===== config.mk =====
export PLATFORM = sky130hd
export DESIGN_NAME = qpsk_dfe_hr
export DESIGN_NICKNAME = d
export VERILOG_FILES = /design/src/rtl/qdfe_pkg.sv /design/src/rtl/qdfe_regs.sv /design/src/rtl/qdfe_lane.sv /design/src/rtl/qpsk_dfe_hr.sv
export SDC_FILE = /design/constraint.sdc
export NUM_CORES = 1
export LEC_CHECK = 0
export ABC_CLOCK_PERIOD_IN_PS = 14360
export CORE_AREA = 8 8 307 309
export CTS_CLUSTER_SIZE = 25
export DETAILED_ROUTE_END_ITERATION = 6
export DIE_AREA = 0 0 315 317
export DONT_BUFFER_PORTS = 1
export PLACE_DENSITY_LB_ADDON = 0.15
export SLEW_MARGIN = 25
export SYNTH_ARGS = -nofsm -noshare
export SYNTH_HDL_FRONTEND = slang
export SYNTH_SLANG_ARGS = --single-unit

===== constraint.sdc =====
create_clock -name clk -period 14.36 [get_ports clk]
set_input_delay 2.872 -clock clk [delete_from_list [all_inputs] [get_ports clk]]
set_output_delay 2.872 -clock clk [all_outputs]
set_load 0.02 [all_outputs]

===== src/rtl/qdfe_pkg.sv =====
package qdfe_pkg;
   // one QPSK symbol decision: [1] = I, [0] = Q, 1 means +1
   typedef logic [1:0] sym_t;
   // speculative comparators per lane and channel
   localparam int NSPEC = 4;
   // weight path codes
   localparam int PATH_II = 0;
   localparam int PATH_IQ = 1;
   localparam int PATH_QI = 2;
   localparam int PATH_QQ = 3;
endpackage


===== src/rtl/qdfe_regs.sv =====
module qdfe_regs
   import qdfe_pkg::*;
#(
   parameter int NPOST = 4,
   parameter int CW    = 6,
   parameter int TW    = 8,
   parameter int CIW   = 2,
   parameter int AW    = 5,
   parameter int DW    = 8
)(
   input  logic clk,
   input  logic rst_n,
   input  logic wr_en,
   input  logic [AW-1:0] wr_addr,
   input  logic [DW-1:0] wr_data,
   output logic [NPOST-1:0][3:0][CW-1:0] coef,
   output logic [1:0][1:0][NSPEC-1:0][TW-1:0] thr
);
   if (AW < 5 || CIW + 2 > AW - 1) begin : g_bad_aw
      $error("qdfe_regs: address too narrow");
   end

   logic [CIW-1:0] tap_idx;
   assign tap_idx = wr_addr[CIW+1:2];

   always_ff @(posedge clk or negedge rst_n) begin
      if (!rst_n) begin
         coef <= '0;
         thr  <= '0;
      end else if (wr_en) begin
         if (!wr_addr[AW-1]) begin
            if (int'(tap_idx) < NPOST)
               coef[tap_idx][wr_addr[1:0]] <= wr_data[CW-1:0];
         end else begin
            thr[wr_addr[3]][wr_addr[2]][wr_addr[1:0]] <= wr_data[TW-1:0];
         end
      end
   end

   // checker state: last write seen at the port
   logic          chk_we;
   logic [AW-1:0] chk_a;
   logic [DW-1:0] chk_d;
   always_ff @(posedge clk or negedge rst_n) begin
      if (!rst_n) begin
         chk_we <= 1'b0;
         chk_a  <= '0;
         chk_d  <= '0;
      end else begin
         chk_we <= wr_en;
         chk_a  <= wr_addr;
         chk_d  <= wr_data;
      end
   end

   a_r6_wr_coef: assert property (@(posedge clk) disable iff (!rst_n)
      (chk_we && !chk_a[AW-1] && (int'(chk_a[CIW+1:2]) < NPOST))
         |-> (coef[chk_a[CIW+1:2]][chk_a[1:0]] == chk_d[CW-1:0]));

   a_r6_wr_thr: assert property (@(posedge clk) disable iff (!rst_n)
      (chk_we && chk_a[AW-1])
         |-> (thr[chk_a[3]][chk_a[2]][chk_a[1:0]] == chk_d[TW-1:0]));

   a_r6_hold: assert property (@(posedge clk) disable iff (!rst_n)
      !wr_en |=> ($stable(coef) && $stable(thr)));
endmodule


===== src/rtl/qdfe_lane.sv =====
module qdfe_lane
   import qdfe_pkg::*;
#(
   parameter int NPOST = 4,
   parameter int XW    = 8,
   parameter int CW    = 6,
   parameter int TW    = 8
)(
   input  logic clk,
   input  logic rst_n,
   input  logic [XW-1:0] x_i,
   input  logic [XW-1:0] x_q,
   input  sym_t [NPOST-1:0] post,
   input  logic [NPOST-1:0][3:0][CW-1:0] coef,
   input  logic [1:0][NSPEC-1:0][TW-1:0] thr_l,
   input  sym_t sel,
   output sym_t dec
);
   localparam int SW   = XW + CW + $clog2(2 * NPOST) + 1;
   localparam int MAXV = 2 ** (XW - 1) - 1;
   localparam int MINV = -(2 ** (XW - 1));

   if (TW > SW) begin : g_bad_tw
      $error("qdfe_lane: threshold wider than sum path");
   end

   logic [1:0] dch;   // index 0 = I channel, 1 = Q channel

   for (genvar ch = 0; ch < 2; ch++) begin : g_ch
      logic signed [SW-1:0] fb;
      logic signed [SW-1:0] wide;
      logic signed [XW-1:0] y;
      logic [XW-1:0]        xin;
      logic [NSPEC-1:0]     spec;

      assign xin = (ch == 0) ? x_i : x_q;

      // taps 2..N: +w for a +1 decision, -w for a -1 decision
      always_comb begin
         fb = '0;
         for (int t = 0; t < NPOST; t++) begin
            if (post[t][1]) fb = fb + SW'($signed(coef[t][2*ch]));
            else            fb = fb - SW'($signed(coef[t][2*ch]));
            if (post[t][0]) fb = fb + SW'($signed(coef[t][2*ch+1]));
            else            fb = fb - SW'($signed(coef[t][2*ch+1]));
         end
      end

      assign wide = SW'($signed(xin)) - fb;

      always_comb begin
         if (wide > SW'(MAXV))      y = XW'(MAXV);
         else if (wide < SW'(MINV)) y = XW'(MINV);
         else                       y = wide[XW-1:0];
      end

      // unrolled first tap: one comparator per possible previous symbol
      for (genvar s = 0; s < NSPEC; s++) begin : g_spec
         assign spec[s] = SW'(y) > SW'($signed(thr_l[ch][s]));
      end

      assign dch[ch] = spec[sel];

      a_r5_sign_kept: assert property (@(posedge clk) disable iff (!rst_n)
         wide[SW-1] == y[XW-1]);
   end

   assign dec = {dch[0], dch[1]};
endmodule


===== src/rtl/qpsk_dfe_hr.sv =====
module qpsk_dfe_hr
   import qdfe_pkg::*;
#(
   parameter  int NTAPS = 5,
   parameter  int XW    = 8,
   parameter  int CW    = 6,
   parameter  int TW    = 8,
   localparam int NPOST = NTAPS - 1,
   localparam int CIW   = $clog2(NPOST),
   localparam int AW    = (((CIW + 2) > 4) ? (CIW + 2) : 4) + 1,
   localparam int DW    = (CW > TW) ? CW : TW
)(
   input  logic          clk,
   input  logic          rst_n,
   input  logic [XW-1:0] ev_i,
   input  logic [XW-1:0] ev_q,
   input  logic [XW-1:0] od_i,
   input  logic [XW-1:0] od_q,
   input  logic          wr_en,
   input  logic [AW-1:0] wr_addr,
   input  logic [DW-1:0] wr_data,
   output logic          dec_ev_i,
   output logic          dec_ev_q,
   output logic          dec_od_i,
   output logic          dec_od_q
);
   if (NTAPS < 3) begin : g_bad_taps
      $error("qpsk_dfe_hr: NTAPS must be at least 3");
   end
   if (XW < 2 || CW < 2 || TW < 2) begin : g_bad_w
      $error("qpsk_dfe_hr: widths must be at least 2");
   end

   logic [NPOST-1:0][3:0][CW-1:0]     coef;
   logic [1:0][1:0][NSPEC-1:0][TW-1:0] thr;

   // hist[0] = latest odd decision, hist[1] = latest even, then older
   sym_t [NTAPS-1:0] hist;
   sym_t ev_dec;
   sym_t od_dec;

   qdfe_regs #(
      .NPOST(NPOST), .CW(CW), .TW(TW), .CIW(CIW), .AW(AW), .DW(DW)
   ) u_regs (
      .clk(clk), .rst_n(rst_n), .wr_en(wr_en), .wr_addr(wr_addr),
      .wr_data(wr_data), .coef(coef), .thr(thr)
   );

   qdfe_lane #(.NPOST(NPOST), .XW(XW), .CW(CW), .TW(TW)) u_ev (
      .clk(clk), .rst_n(rst_n), .x_i(ev_i), .x_q(ev_q),
      .post(hist[NTAPS-1:1]), .coef(coef), .thr_l(thr[0]),
      .sel(hist[0]), .dec(ev_dec)
   );

   qdfe_lane #(.NPOST(NPOST), .XW(XW), .CW(CW), .TW(TW)) u_od (
      .clk(clk), .rst_n(rst_n), .x_i(od_i), .x_q(od_q),
      .post(hist[NTAPS-2:0]), .coef(coef), .thr_l(thr[1]),
      .sel(ev_dec), .dec(od_dec)
   );

   always_ff @(posedge clk or negedge rst_n) begin
      if (!rst_n) begin
         hist <= '1;
      end else begin
         hist[0] <= od_dec;
         hist[1] <= ev_dec;
         for (int k = 2; k < NTAPS; k++) hist[k] <= hist[k-2];
      end
   end

   assign dec_ev_i = hist[1][1];
   assign dec_ev_q = hist[1][0];
   assign dec_od_i = hist[0][1];
   assign dec_od_q = hist[0][0];

   a_r7_reset_state: assert property (@(posedge clk) disable iff (!rst_n)
      $rose(rst_n) |-> ({dec_ev_i, dec_ev_q, dec_od_i, dec_od_q} == 4'b1111));

   a_r2_known: assert property (@(posedge clk) disable iff (!rst_n)
      !$isunknown({dec_ev_i, dec_ev_q, dec_od_i, dec_od_q}));
endmodule


Yosys cells after proc, flatten, opt, wreduce, memory -nomap -nowiden
Index checks and enable logic that the tools add are counted.
W data, S select, Z words.
Storage, ports and cells
  register bits after elaboration: 234
  input bits: 48
  output and inout bits: 4
Cells by class
  bitwise logic cells: 1
  magnitude comparators: 34
  reduce and logical (&&, ||, !) cells: 6
  mux-type cells: 60
  add/subtract/negate cells: 62
Operators with widths (number)
  $mux W18: 32
  $add A18 B6 Y18: 28
  $sub A18 B6 Y18: 28
  $bwmux W128: 1
  $gt A8 B8 Y1: 16
  $bwmux W96: 1
  $gt A18 B8 Y1 const B: 4
  $lt A18 B8 Y1 const B: 4
  $mux W8: 9
  $sub A8 B18 Y18: 4
  $demux W64 S1: 1
  $mux W64: 1
  $demux W24 S2: 1
  $demux W32 S1: 1
  $mux W32: 1
  $mux W24: 1
  $demux W8 S2: 1
  $sub A1 B6 Y7 const A: 2
  $demux W6 S2: 1
  $lt A2 B3 Y1 const B: 4
  $bmux W1 S2: 4
  $mux W6: 1
  $ge A2 B1 Y1 const B: 2
  $logic_and A1 B1 Y1: 4
  other kinds (5): 11

Depth between registers and ports, before layout
Gate-level depths: netlist of the first run.
  depth in word-level cells: 25
  depth in mapped cells: 66

By module
Synthesis of the first run repeated with hierarchy kept, for this count alone.
Unflattened totals
  cell total of the unflattened synthesis: 5233
  area total of the unflattened synthesis: 42373.1 um^2
Modules (own cells, without submodules)
  qdfe_lane at u_ev: sequential area each 0.0 um^2, cells an instance 2352, instances 1, area each 16829.9 um^2
  qdfe_lane at u_od: sequential area each 0.0 um^2, cells an instance 2351, instances 1, area each 16758.6 um^2
  qdfe_regs: sequential area each 5605.4 um^2, cells an instance 520, instances 1, area each 8521.9 um^2
  qpsk_dfe_hr: sequential area each 262.8 um^2, cells an instance 10, instances 1, area each 262.8 um^2

Worst setup path before layout of the first run
No wires, ideal clock.
  path type: reg-to-reg
  start point: register hist (netlist bit dec_ev_q)
  end point: register hist (netlist bit dec_od_i)
  data required time: 14.277 ns
  data arrival time: 12.498 ns
  cell stages (with the launch flop): 57
  path slack: 1.779 ns
  library setup time: 0.083 ns
  period minus slack after synthesis: 12.581 ns
  cells stage by stage: dfstp_2 buf_2 clkbuf_1 buf_1 mux2_2 fa_1 a21o_1 a21oi_1 o21bai_1 a21oi_1 o21bai_1 maj3_1 xor2_1 ha_1 xnor2_1 ha_1 xnor2_1 ha_1 [... 21 more ...] xnor3_1 xnor2_2 xnor3_2 a41oi_4 a21o_1 ha_1 nor2b_1 o21ai_0 nand2b_1 a21oi_1 nor2b_1 o21ai_0 nand2b_1 a211o_1 a31oi_1 mux4_2 mux2i_1 mux2i_1
On the way
  longest elaborated chain between the ends: 22
  elaborated cells on any way between the ends: 84
  those cells by class: 35 x add/sub; 18 x order compare; 31 x mux
Ends and longest elaborated chain
  start, declared: RTL line qpsk_dfe_hr.sv:38  | sym_t [NTAPS-1:0] hist;
  $mux W18: RTL line qdfe_lane.sv:44  | if (post[t][0]) fb = fb + SW'($signed(coef[t][2*ch+1]));
  $sub A18 B6 Y18 or $add A18 B6 Y18 (tied branches): RTL line qdfe_lane.sv:43, qdfe_lane.sv:42
  $mux W18: RTL line qdfe_lane.sv:42  | if (post[t][1]) fb = fb + SW'($signed(coef[t][2*ch]));
  $sub A18 B6 Y18 or $add A18 B6 Y18 (tied branches): RTL line qdfe_lane.sv:45, qdfe_lane.sv:44
  $mux W18: RTL line qdfe_lane.sv:44
  $sub A18 B6 Y18 or $add A18 B6 Y18 (tied branches): RTL line qdfe_lane.sv:43, qdfe_lane.sv:42
  $mux W18: RTL line qdfe_lane.sv:42
  $sub A18 B6 Y18 or $add A18 B6 Y18 (tied branches): RTL line qdfe_lane.sv:45, qdfe_lane.sv:44
  [... 7 more ...]
  $mux W8: RTL line qdfe_lane.sv:53  | else if (wide < SW'(MINV)) y = XW'(MINV);
  $mux W8: RTL line qdfe_lane.sv:52  | if (wide > SW'(MAXV)) y = XW'(MAXV);
  $gt A8 B8 Y1: RTL line qdfe_lane.sv:59  | assign spec[s] = SW'(y) > SW'($signed(thr_l[ch][s]));
  $bmux W1 S2: RTL line qdfe_lane.sv:62  | assign dch[ch] = spec[sel];
  $mux W1 (implied by the code): RTL line qdfe_lane.sv:62
  $bmux W1 S2 (*): RTL line qdfe_lane.sv:62
  $mux W1 (implied by the code) (*): RTL line qdfe_lane.sv:62
  named net od_dec[1]: RTL line qpsk_dfe_hr.sv:40  | sym_t od_dec;
The timed path passes the listed nets; every way through them passes the cells marked *. The select of a mux whose other input is x is not followed.
A chain may end at the register's enable or synchronous reset.

Final worst setup path of the first run
  start point: register u_regs.coef[7] (netlist name)
  end point: register hist (netlist bit dec_od_q)
On the way
  longest elaborated chain between the ends: 23
  elaborated cells on any way between the ends: 34
  those cells by class: 15 x add/sub; 6 x order compare; 13 x mux
Ends and longest elaborated chain (RTL line)
  $sub A18 B6 Y18 or $add A18 B6 Y18 (tied branches): qdfe_lane.sv:45, qdfe_lane.sv:44
  $mux W18 (*): qdfe_lane.sv:44
  $sub A18 B6 Y18 or $add A18 B6 Y18 (tied branches): qdfe_lane.sv:43, qdfe_lane.sv:42
  $mux W18 (*): qdfe_lane.sv:42
  $sub A18 B6 Y18 or $add A18 B6 Y18 (tied branches): qdfe_lane.sv:45, qdfe_lane.sv:44
  $mux W18 (*): qdfe_lane.sv:44
  $sub A18 B6 Y18 or $add A18 B6 Y18 (tied branches): qdfe_lane.sv:43, qdfe_lane.sv:42
  $mux W18 (*): qdfe_lane.sv:42
  [... 8 more ...]
  $mux W8: qdfe_lane.sv:53
  $mux W8 (*): qdfe_lane.sv:52
  $gt A8 B8 Y1: qdfe_lane.sv:59
  $bmux W1 S2 (*): qdfe_lane.sv:62
  $mux W1 (implied by the code) (*): qdfe_lane.sv:62
  $bmux W1 S2 (*): qdfe_lane.sv:62
  $mux W1 (implied by the code) (*): qdfe_lane.sv:62
  named net od_dec[0]: qpsk_dfe_hr.sv:40
Marks and branches as above.

==> reports/summary.md, run 1 <==
- 317 um — height of the die
- 70 ps — clock transition at the registers of the reported paths
- 5.680 — Via-to-Cell Ratio
- 0.08932 mm^2 — Std-Cell Core Area
- 5774 — NumNets Final
- clkbuf_16 — CTS root buffer
- 88 — Netlist cell types
- 24.71% — headroom to the max-slew limit
- 5834 — Mapped Nets
- 3 — initial antenna violation count
- 14870 ps — WP data required
- 0 — number of buffer cells added on primary ports
- 6124 — DP Cell Count
- 0.9114 — gp weighted congestion
- 520.3 ps — Post-Place Worst Slack
- 22.83% — all-layer global routing usage
- 6184 — final cell count without fillers
- ha_1 — leading area contributor after synthesis
- 0 — number of setup violations in the final report
- 35127 — vias after detailed routing
- 52 — io pins
- ha_1 22%, dfrtp_1 14%, xnor2_1 7.9% — largest cells by area after synthesis
- 0 — number of enable-type register cells in the synthesized netlist
- 0.03991 mm^2 — post-synthesis instance area
- 670 ps — critical path's largest stage delay
- 73.01 MHz — maximum operating frequency
- 13700 ps — Final Critical Period
- 28.45 ps — post-route clock skew
- register — CP endpoint kind
- 234 — FF+latch count, synth
- 3 — maximum root-to-sink buffer count
- 33096 — number of global-route vias before repair
- 0 — Remaining Overflow, GRT
- 110 — total number of placement rows
- 0 — number of violations of the max-capacitance limit
- 5042 — cell count after synthesis
- 0 — number of remaining DRC errors
- register — type of element launching the critical path
- 0 — Final Hold Fails
- 0 — max-slew violations
- 1126 ps — Worst Max-Slew Pin Slew
- 93.67 mm — DPL Wire Length
- 234 — number of sinks handled by clock tree synthesis
- 117.7 mm — detailed-route wire length
- 315 um — Die X
- finished, final reports clean — run status
- ha_1 — most prevalent standard cell on the critical path
- 663.6 ps — slack of the critical path
- 620 ps — clock latency at the later pin of the worst-skew pair
- 5.962% — Syn-to-layout area delta
- 6 — Initial DRT Pass Iterations
- 7 — highest net fanout along the worst path
- register to register — min-delay worst type
- yes — CTS tree
- 14.70% — fraction of the yosys area taken by sequential cells
- 100.0% — Async S/R FF share, synth
- 0 — number of antenna-violating nets in the routed design
- 0.09986 mm^2 — Die Outline Area
- 95.38% — Final period util
- 5.652% — proportion of layout cells with a drive suffix above 1
- 0 — count of hold-fix buffers inserted at cts
- register to register — category of the most critical setup path
- false — setup repair after global routing missed its margin
- dfrtp_1 — prevailing post-synth register cell
- o41ai_1 — slowest library cell on the worst path
- 14210 ps — Critical Path AT
- 22.32% — area share of the leading cell type in the synthesized netlist
- 183.3 mm — first-pass GRT wire length
- 19.03 um — average routed wire per standard cell
- 7.916 um^2 — Post-Syn Area per Cell
- 31 — number of buffers inserted during clock tree synthesis
- 0 — synth warn
- 0 ps — Total Neg Setup Slack
- 235 — pin count of the biggest net entering global routing
- 44.69% — Starting Density
- 2288 — Starting DRT DRC Count
- 1 — number of H-tree levels
-- metrics by stage --
step	utilization [%]	hold slack, ps	area [um^2]
after CTS	47.30	506.6	42250
after global routing	47.35	515.0	42290
after floorplan	-	353.3	39910
after global placement	46.03	487.1	41120
final	47.35	504.8	42290
after detailed placement	46.03	493.0	41120
-- cell usage in the layout (no fill, tap or decap), drive strengths merged, types with 38 or more instances in the layout --
cell type,netlist,routed
a31oi,39,39
mux2,162,162
nand2b,82,82
nor2b,69,69
o21ai,503,503
o21a,74,74
o21bai,114,114
nand2,312,312
clkbuf,103,38
dfrtp,224,224
nor2,367,367
ha,712,712
nand3,71,71
xnor2,361,361
a21oi,518,518
a21o,166,166
xor2,239,239
inv,408,413
nor3,86,86
-- synth_stat cells, types with 36 or more instances --
cell      instances
nor2_1          367
nand3_1          71
a21o_1          166
or3_1            37
clkbuf_1        103
mux2_2          162
inv_1           408
xnor2_1         360
a21oi_1         518
dfrtp_1         224
nor2b_1          69
nand2_1         312
a31oi_1          39
o21a_1           73
o21ai_0         481
ha_1            712
o21bai_1        114
xor2_1          239
nand4_1          36
nor3_1           86
nand2b_1         82
-- registers in the layout (all words and copies together), names as in the netlist --
signal       count
u_regs.thr     128
u_regs.coef     96
hist             6
dec_ev_i         1
dec_ev_q         1
dec_od_i         1
dec_od_q         1
-- worst max-delay path, delay by kind of cell (launching register included) --
kind                       cells  cell delay [ps]
AOI/OAI and AO/OA             24             5320
adders and majority gates     11             3660
muxes                          4             1240
xor gates and xnor gates      10             2230
DFF                            1              440
buffers and inverters          1              110
and+or+nand+nor                5              560
-- worst paths after layout --
path | from | endpoint | slack (ps) | cells past startpoint
worst min-delay path | u_regs.thr[20]$_DFFE_PN0P_ | u_regs.thr[20]$_DFFE_PN0P_ | 500 | 1
min in group asynchronous | rst_n | u_regs.thr[116]$_DFFE_PN0P_ | 1960 | 0
worst max register to register | u_regs.coef[7]$_DFFE_PN0P_ | dec_od_q$_DFF_PN1_ | 660 | 55
max in group asynchronous | rst_n | u_regs.coef[39]$_DFFE_PN0P_ | 11860 | 0
worst max-delay path | u_regs.coef[7]$_DFFE_PN0P_ | dec_od_q$_DFF_PN1_ | 660 | 55
worst min register to register | u_regs.thr[20]$_DFFE_PN0P_ | u_regs.thr[20]$_DFFE_PN0P_ | 500 | 1
-- cell families after synthesis --
family | Yosys count | share of synthesized area [%]
adders and majority gates | 745 | 23.95
muxes | 176 | 4.984
buffers and inverters | 528 | 5.006
and+or+nand+nor | 1148 | 13.44
AOI/OAI and AO/OA | 1602 | 24.22
xor gates and xnor gates | 609 | 13.70
DFF | 234 | 14.70
-- per-layer routing --
layer | vias up | global-route usage [%] | routed length [um]
met5 | - | 0 | 28
met4 | 4 | 6.189 | 3382
met3 | 126 | 2.618 | 5387
met2 | 655 | 37.71 | 53110
met1 | 16475 | 31.48 | 55790
li1 | 17867 | - | -
-- layout make-up --
cell class / instances / area (um^2)
tap: 1176 / 1471
clock buffer: 38 / 832.0
sequential: 234 / 5872
multi-input combinational: 4280 / 32100
fill: 8893 / 47030
timing repair buffer: 23 / 176.4
clock inverter: 20 / 295.3
antenna: 1 / 2.502
inverter: 412 / 1548
-- repair_timing --
action                     in CTS  in global routing
setup endpoints to repair       0                  3
buffers inserted                0                  1
resized for setup               0                  8
Power of run 1 is left out: the tool's default activity adds up to more than one toggle a clock period on the data nets, which glitch-free logic cannot reach.
==> run 2, diff against run 1 <==
--- a/config.mk
+++ b/config.mk
@@ -6,10 +6,10 @@
 export NUM_CORES = 1
 export LEC_CHECK = 0
 export ABC_CLOCK_PERIOD_IN_PS = 14360
-export CORE_AREA = 8 8 307 309
+export CORE_AREA = 8 8 289 291
 export CTS_CLUSTER_SIZE = 25
 export DETAILED_ROUTE_END_ITERATION = 6
-export DIE_AREA = 0 0 315 317
+export DIE_AREA = 0 0 297 299
 export DONT_BUFFER_PORTS = 1
 export PLACE_DENSITY_LB_ADDON = 0.15
 export SLEW_MARGIN = 25
==> reports/summary.md, run 2 (synthesized netlist as in run 1, its figures left out) <==
- 10.10 ps — post-route clock skew, was 28.45 ps
- 951.1 ps — Worst Max-Slew Pin Slew, was 1126 ps
- 5 — Initial DRT Pass Iterations, was 6
- dec_ev_q$_DFF_PN1_ — Worst R2R Start, was u_regs.coef[7]$_DFFE_PN0P_
- 6051 — final cell count without fillers, was 6184
- 13460 ps — Final Critical Period, was 13700 ps
- 91.42 mm — DPL Wire Length, was 93.67 mm
- 50.77% — Starting Density, was 44.69%
- 32923 — number of global-route vias before repair, was 33096
- 180.1 mm — first-pass GRT wire length, was 183.3 mm
- 234 — number of sinks handled by clock tree synthesis, unchanged
- u_regs.thr[19]$_DFFE_PN0P_ — worst hold path startpoint, was u_regs.thr[20]$_DFFE_PN0P_
- 0 — max-slew violations, unchanged
- 0 ps — Total Neg Setup Slack, unchanged
- 297 um — Die X, was 315 um
- 0.005872 mm^2 — FF+latch area, unchanged
- 2575 — Starting DRT DRC Count, was 2288
- 0 — number of remaining DRC errors, unchanged
- 0.04210 mm^2 — final cell area excluding filler cells, was 0.04229 mm^2
- 0 — Remaining Overflow, GRT, unchanged
- finished, final reports clean — run status, unchanged
- 1 — number of H-tree levels, unchanged
- 5.834 — Via-to-Cell Ratio, was 5.680
- 0 — number of violations of the max-capacitance limit, unchanged
- dec_od_i$_DFF_PN1_ — worst reg2reg path endpoint, was dec_od_q$_DFF_PN1_
- 0.04096 mm^2 — standard cell area after detailed placement, was 0.04112 mm^2
- 0.07861 mm^2 — Std-Cell Core Area, was 0.08932 mm^2
- 1 — number of stages on the worst hold path, unchanged
- 712 x ha_1, 518 x a21oi_1, 478 x o21ai_0 — most used cells in the layout excluding fill and tap cells, was 712 x ha_1, 518 x a21oi_1, 479 x o21ai_0
- 60 ps — clock transition at the registers of the reported paths, was 70 ps
- 7649 — number of fillers in the final layout, was 8893
- 299 um — height of the die, was 317 um
- ha_1 — most prevalent standard cell on the critical path, unchanged
- 0 — number of antenna cells inserted, was 1
- 0.08880 mm^2 — Die Outline Area, was 0.09986 mm^2
- 3 — maximum root-to-sink buffer count, unchanged
- 103 — total number of placement rows, was 110
- 24.68% — all-layer global routing usage, was 22.83%
- dfstp_2 — slowest library cell on the worst path, was o41ai_1
- 53 — Worst Reg2Reg Path Length in Cells, was 55
- 5997 — DP Cell Count, was 6124
- 114.8 mm — detailed-route wire length, was 117.7 mm
- 14880 ps — WP data required, was 14870 ps
- 880 ps — critical path's largest stage delay, was 670 ps
- 0 — Final Hold Fails, unchanged
- ha_1 — most common cell after layout, fill and taps aside, unchanged
- register to register — min-delay worst type, unchanged
- 18.98 um — average routed wire per standard cell, was 19.03 um
- 900 ps — register-to-register path setup slack, was 660 ps
- 128 — number of flip-flops in the largest register, unchanged
- 0 — number of antenna-violating nets in the routed design, unchanged
- 74.31 MHz — maximum operating frequency, was 73.01 MHz
- register — CP endpoint kind, unchanged
- 53.56% — final core utilization, was 47.35%
- 0 — number of setup violations in the final report, unchanged
- 0 — initial antenna violation count, was 3
- 36.36% — headroom to the max-slew limit, was 24.71%
- 35300 — vias after detailed routing, was 35127
- 24 — highest net fanout along the worst path, was 7
- 0 — number of buffer cells added on primary ports, unchanged
- 52 — io pins, unchanged
- 5.483% — Syn-to-layout area delta, was 5.962%
- 93.71% — Final period util, was 95.38%
- u_regs.thr — register bank with the most flops, unchanged
- u_regs.thr x128, u_regs.coef x96, hist x6 — largest registers in the final layout, unchanged
- 0.9381 — gp weighted congestion, was 0.9114
- register — type of element launching the critical path, unchanged
- dec_ev_q$_DFF_PN1_ — start point of the critical path, was u_regs.coef[7]$_DFFE_PN0P_
- 0.03209 mm^2 — multi-input gate area in the final layout, was 0.03210 mm^2
- 590 ps — clock latency at the later pin of the worst-skew pair, was 620 ps
- 0 — count of hold-fix buffers inserted at cts, unchanged
- register to register — category of the most critical setup path, unchanged
- 29 — number of buffers inserted during clock tree synthesis, was 31
- 5.639% — proportion of layout cells with a drive suffix above 1, was 5.652%
- u_regs.thr[19]$_DFFE_PN0P_ — hold worst-path end, was u_regs.thr[20]$_DFFE_PN0P_
- yes — CTS tree, unchanged
- clkbuf_16 — CTS root buffer, unchanged
- 13970 ps — Critical Path AT, was 14210 ps
- 235 — pin count of the biggest net entering global routing, unchanged
- 5770 — NumNets Final, was 5774
## run 2: critical path, delay by kind of cell, from the launching register on
family | cells | cell delay [ps]
AO/OA/AOI/OAI | 24 | 5290
adder cells (fa/ha/maj) | 10 | 3340
XOR/XNOR | 10 | 2120
multiplexers | 4 | 1200
flip-flops | 1 | 880
AND/OR/NAND/NOR | 5 | 540
## run 2: cell type report
cell class | instances | area share [%]
multi-input combinational | 4280 | 76.21
clock buffer | 36 | 1.952
clock inverter | 18 | 0.7162
sequential | 234 | 13.95
inverter | 412 | 3.676
tap | 1050 | 3.120
timing repair buffer | 21 | 0.3744
## run 2: repair_timing
action,CTS,global route
setup endpoints to repair,0,3
gates resized for setup,0,6
setup buffers,0,0
endpoints found under the hold margin,0,0
## run 2: through the flow
step	worst slack, ps	hold WS, ps
after global placement	863.0	487.4
after CTS	642.5	507.0
after floorplan	1779	353.3
after detailed placement	670.6	493.6
after global routing	-12.44	511.9
final	903.3	504.1
## run 2: metal layers
layer	routed length (um)	global-route usage [%]	vias to the layer above
met1	55380	35.22	16585
met2	51670	40.40	738
li1	-	-	17875
met4	2619	5.473	0
met3	5173	2.075	102
met5	0	0	-
## run 2: worst max-delay path by stage
stage | slack (ps) | cells past startpoint | endpoint
after global routing | -10 | 56 | dec_od_q$_DFF_PN1_
final | 900 | 53 | dec_od_i$_DFF_PN1_
after floorplan | 1780 | 56 | dec_od_i$_DFF_PN1_
after global placement | 860 | 59 | dec_od_q$_DFF_PN1_
after detailed placement | 670 | 59 | dec_od_q$_DFF_PN1_
after CTS | 640 | 61 | dec_od_q$_DFF_PN1_
Power of run 2 is left out for the same reason.
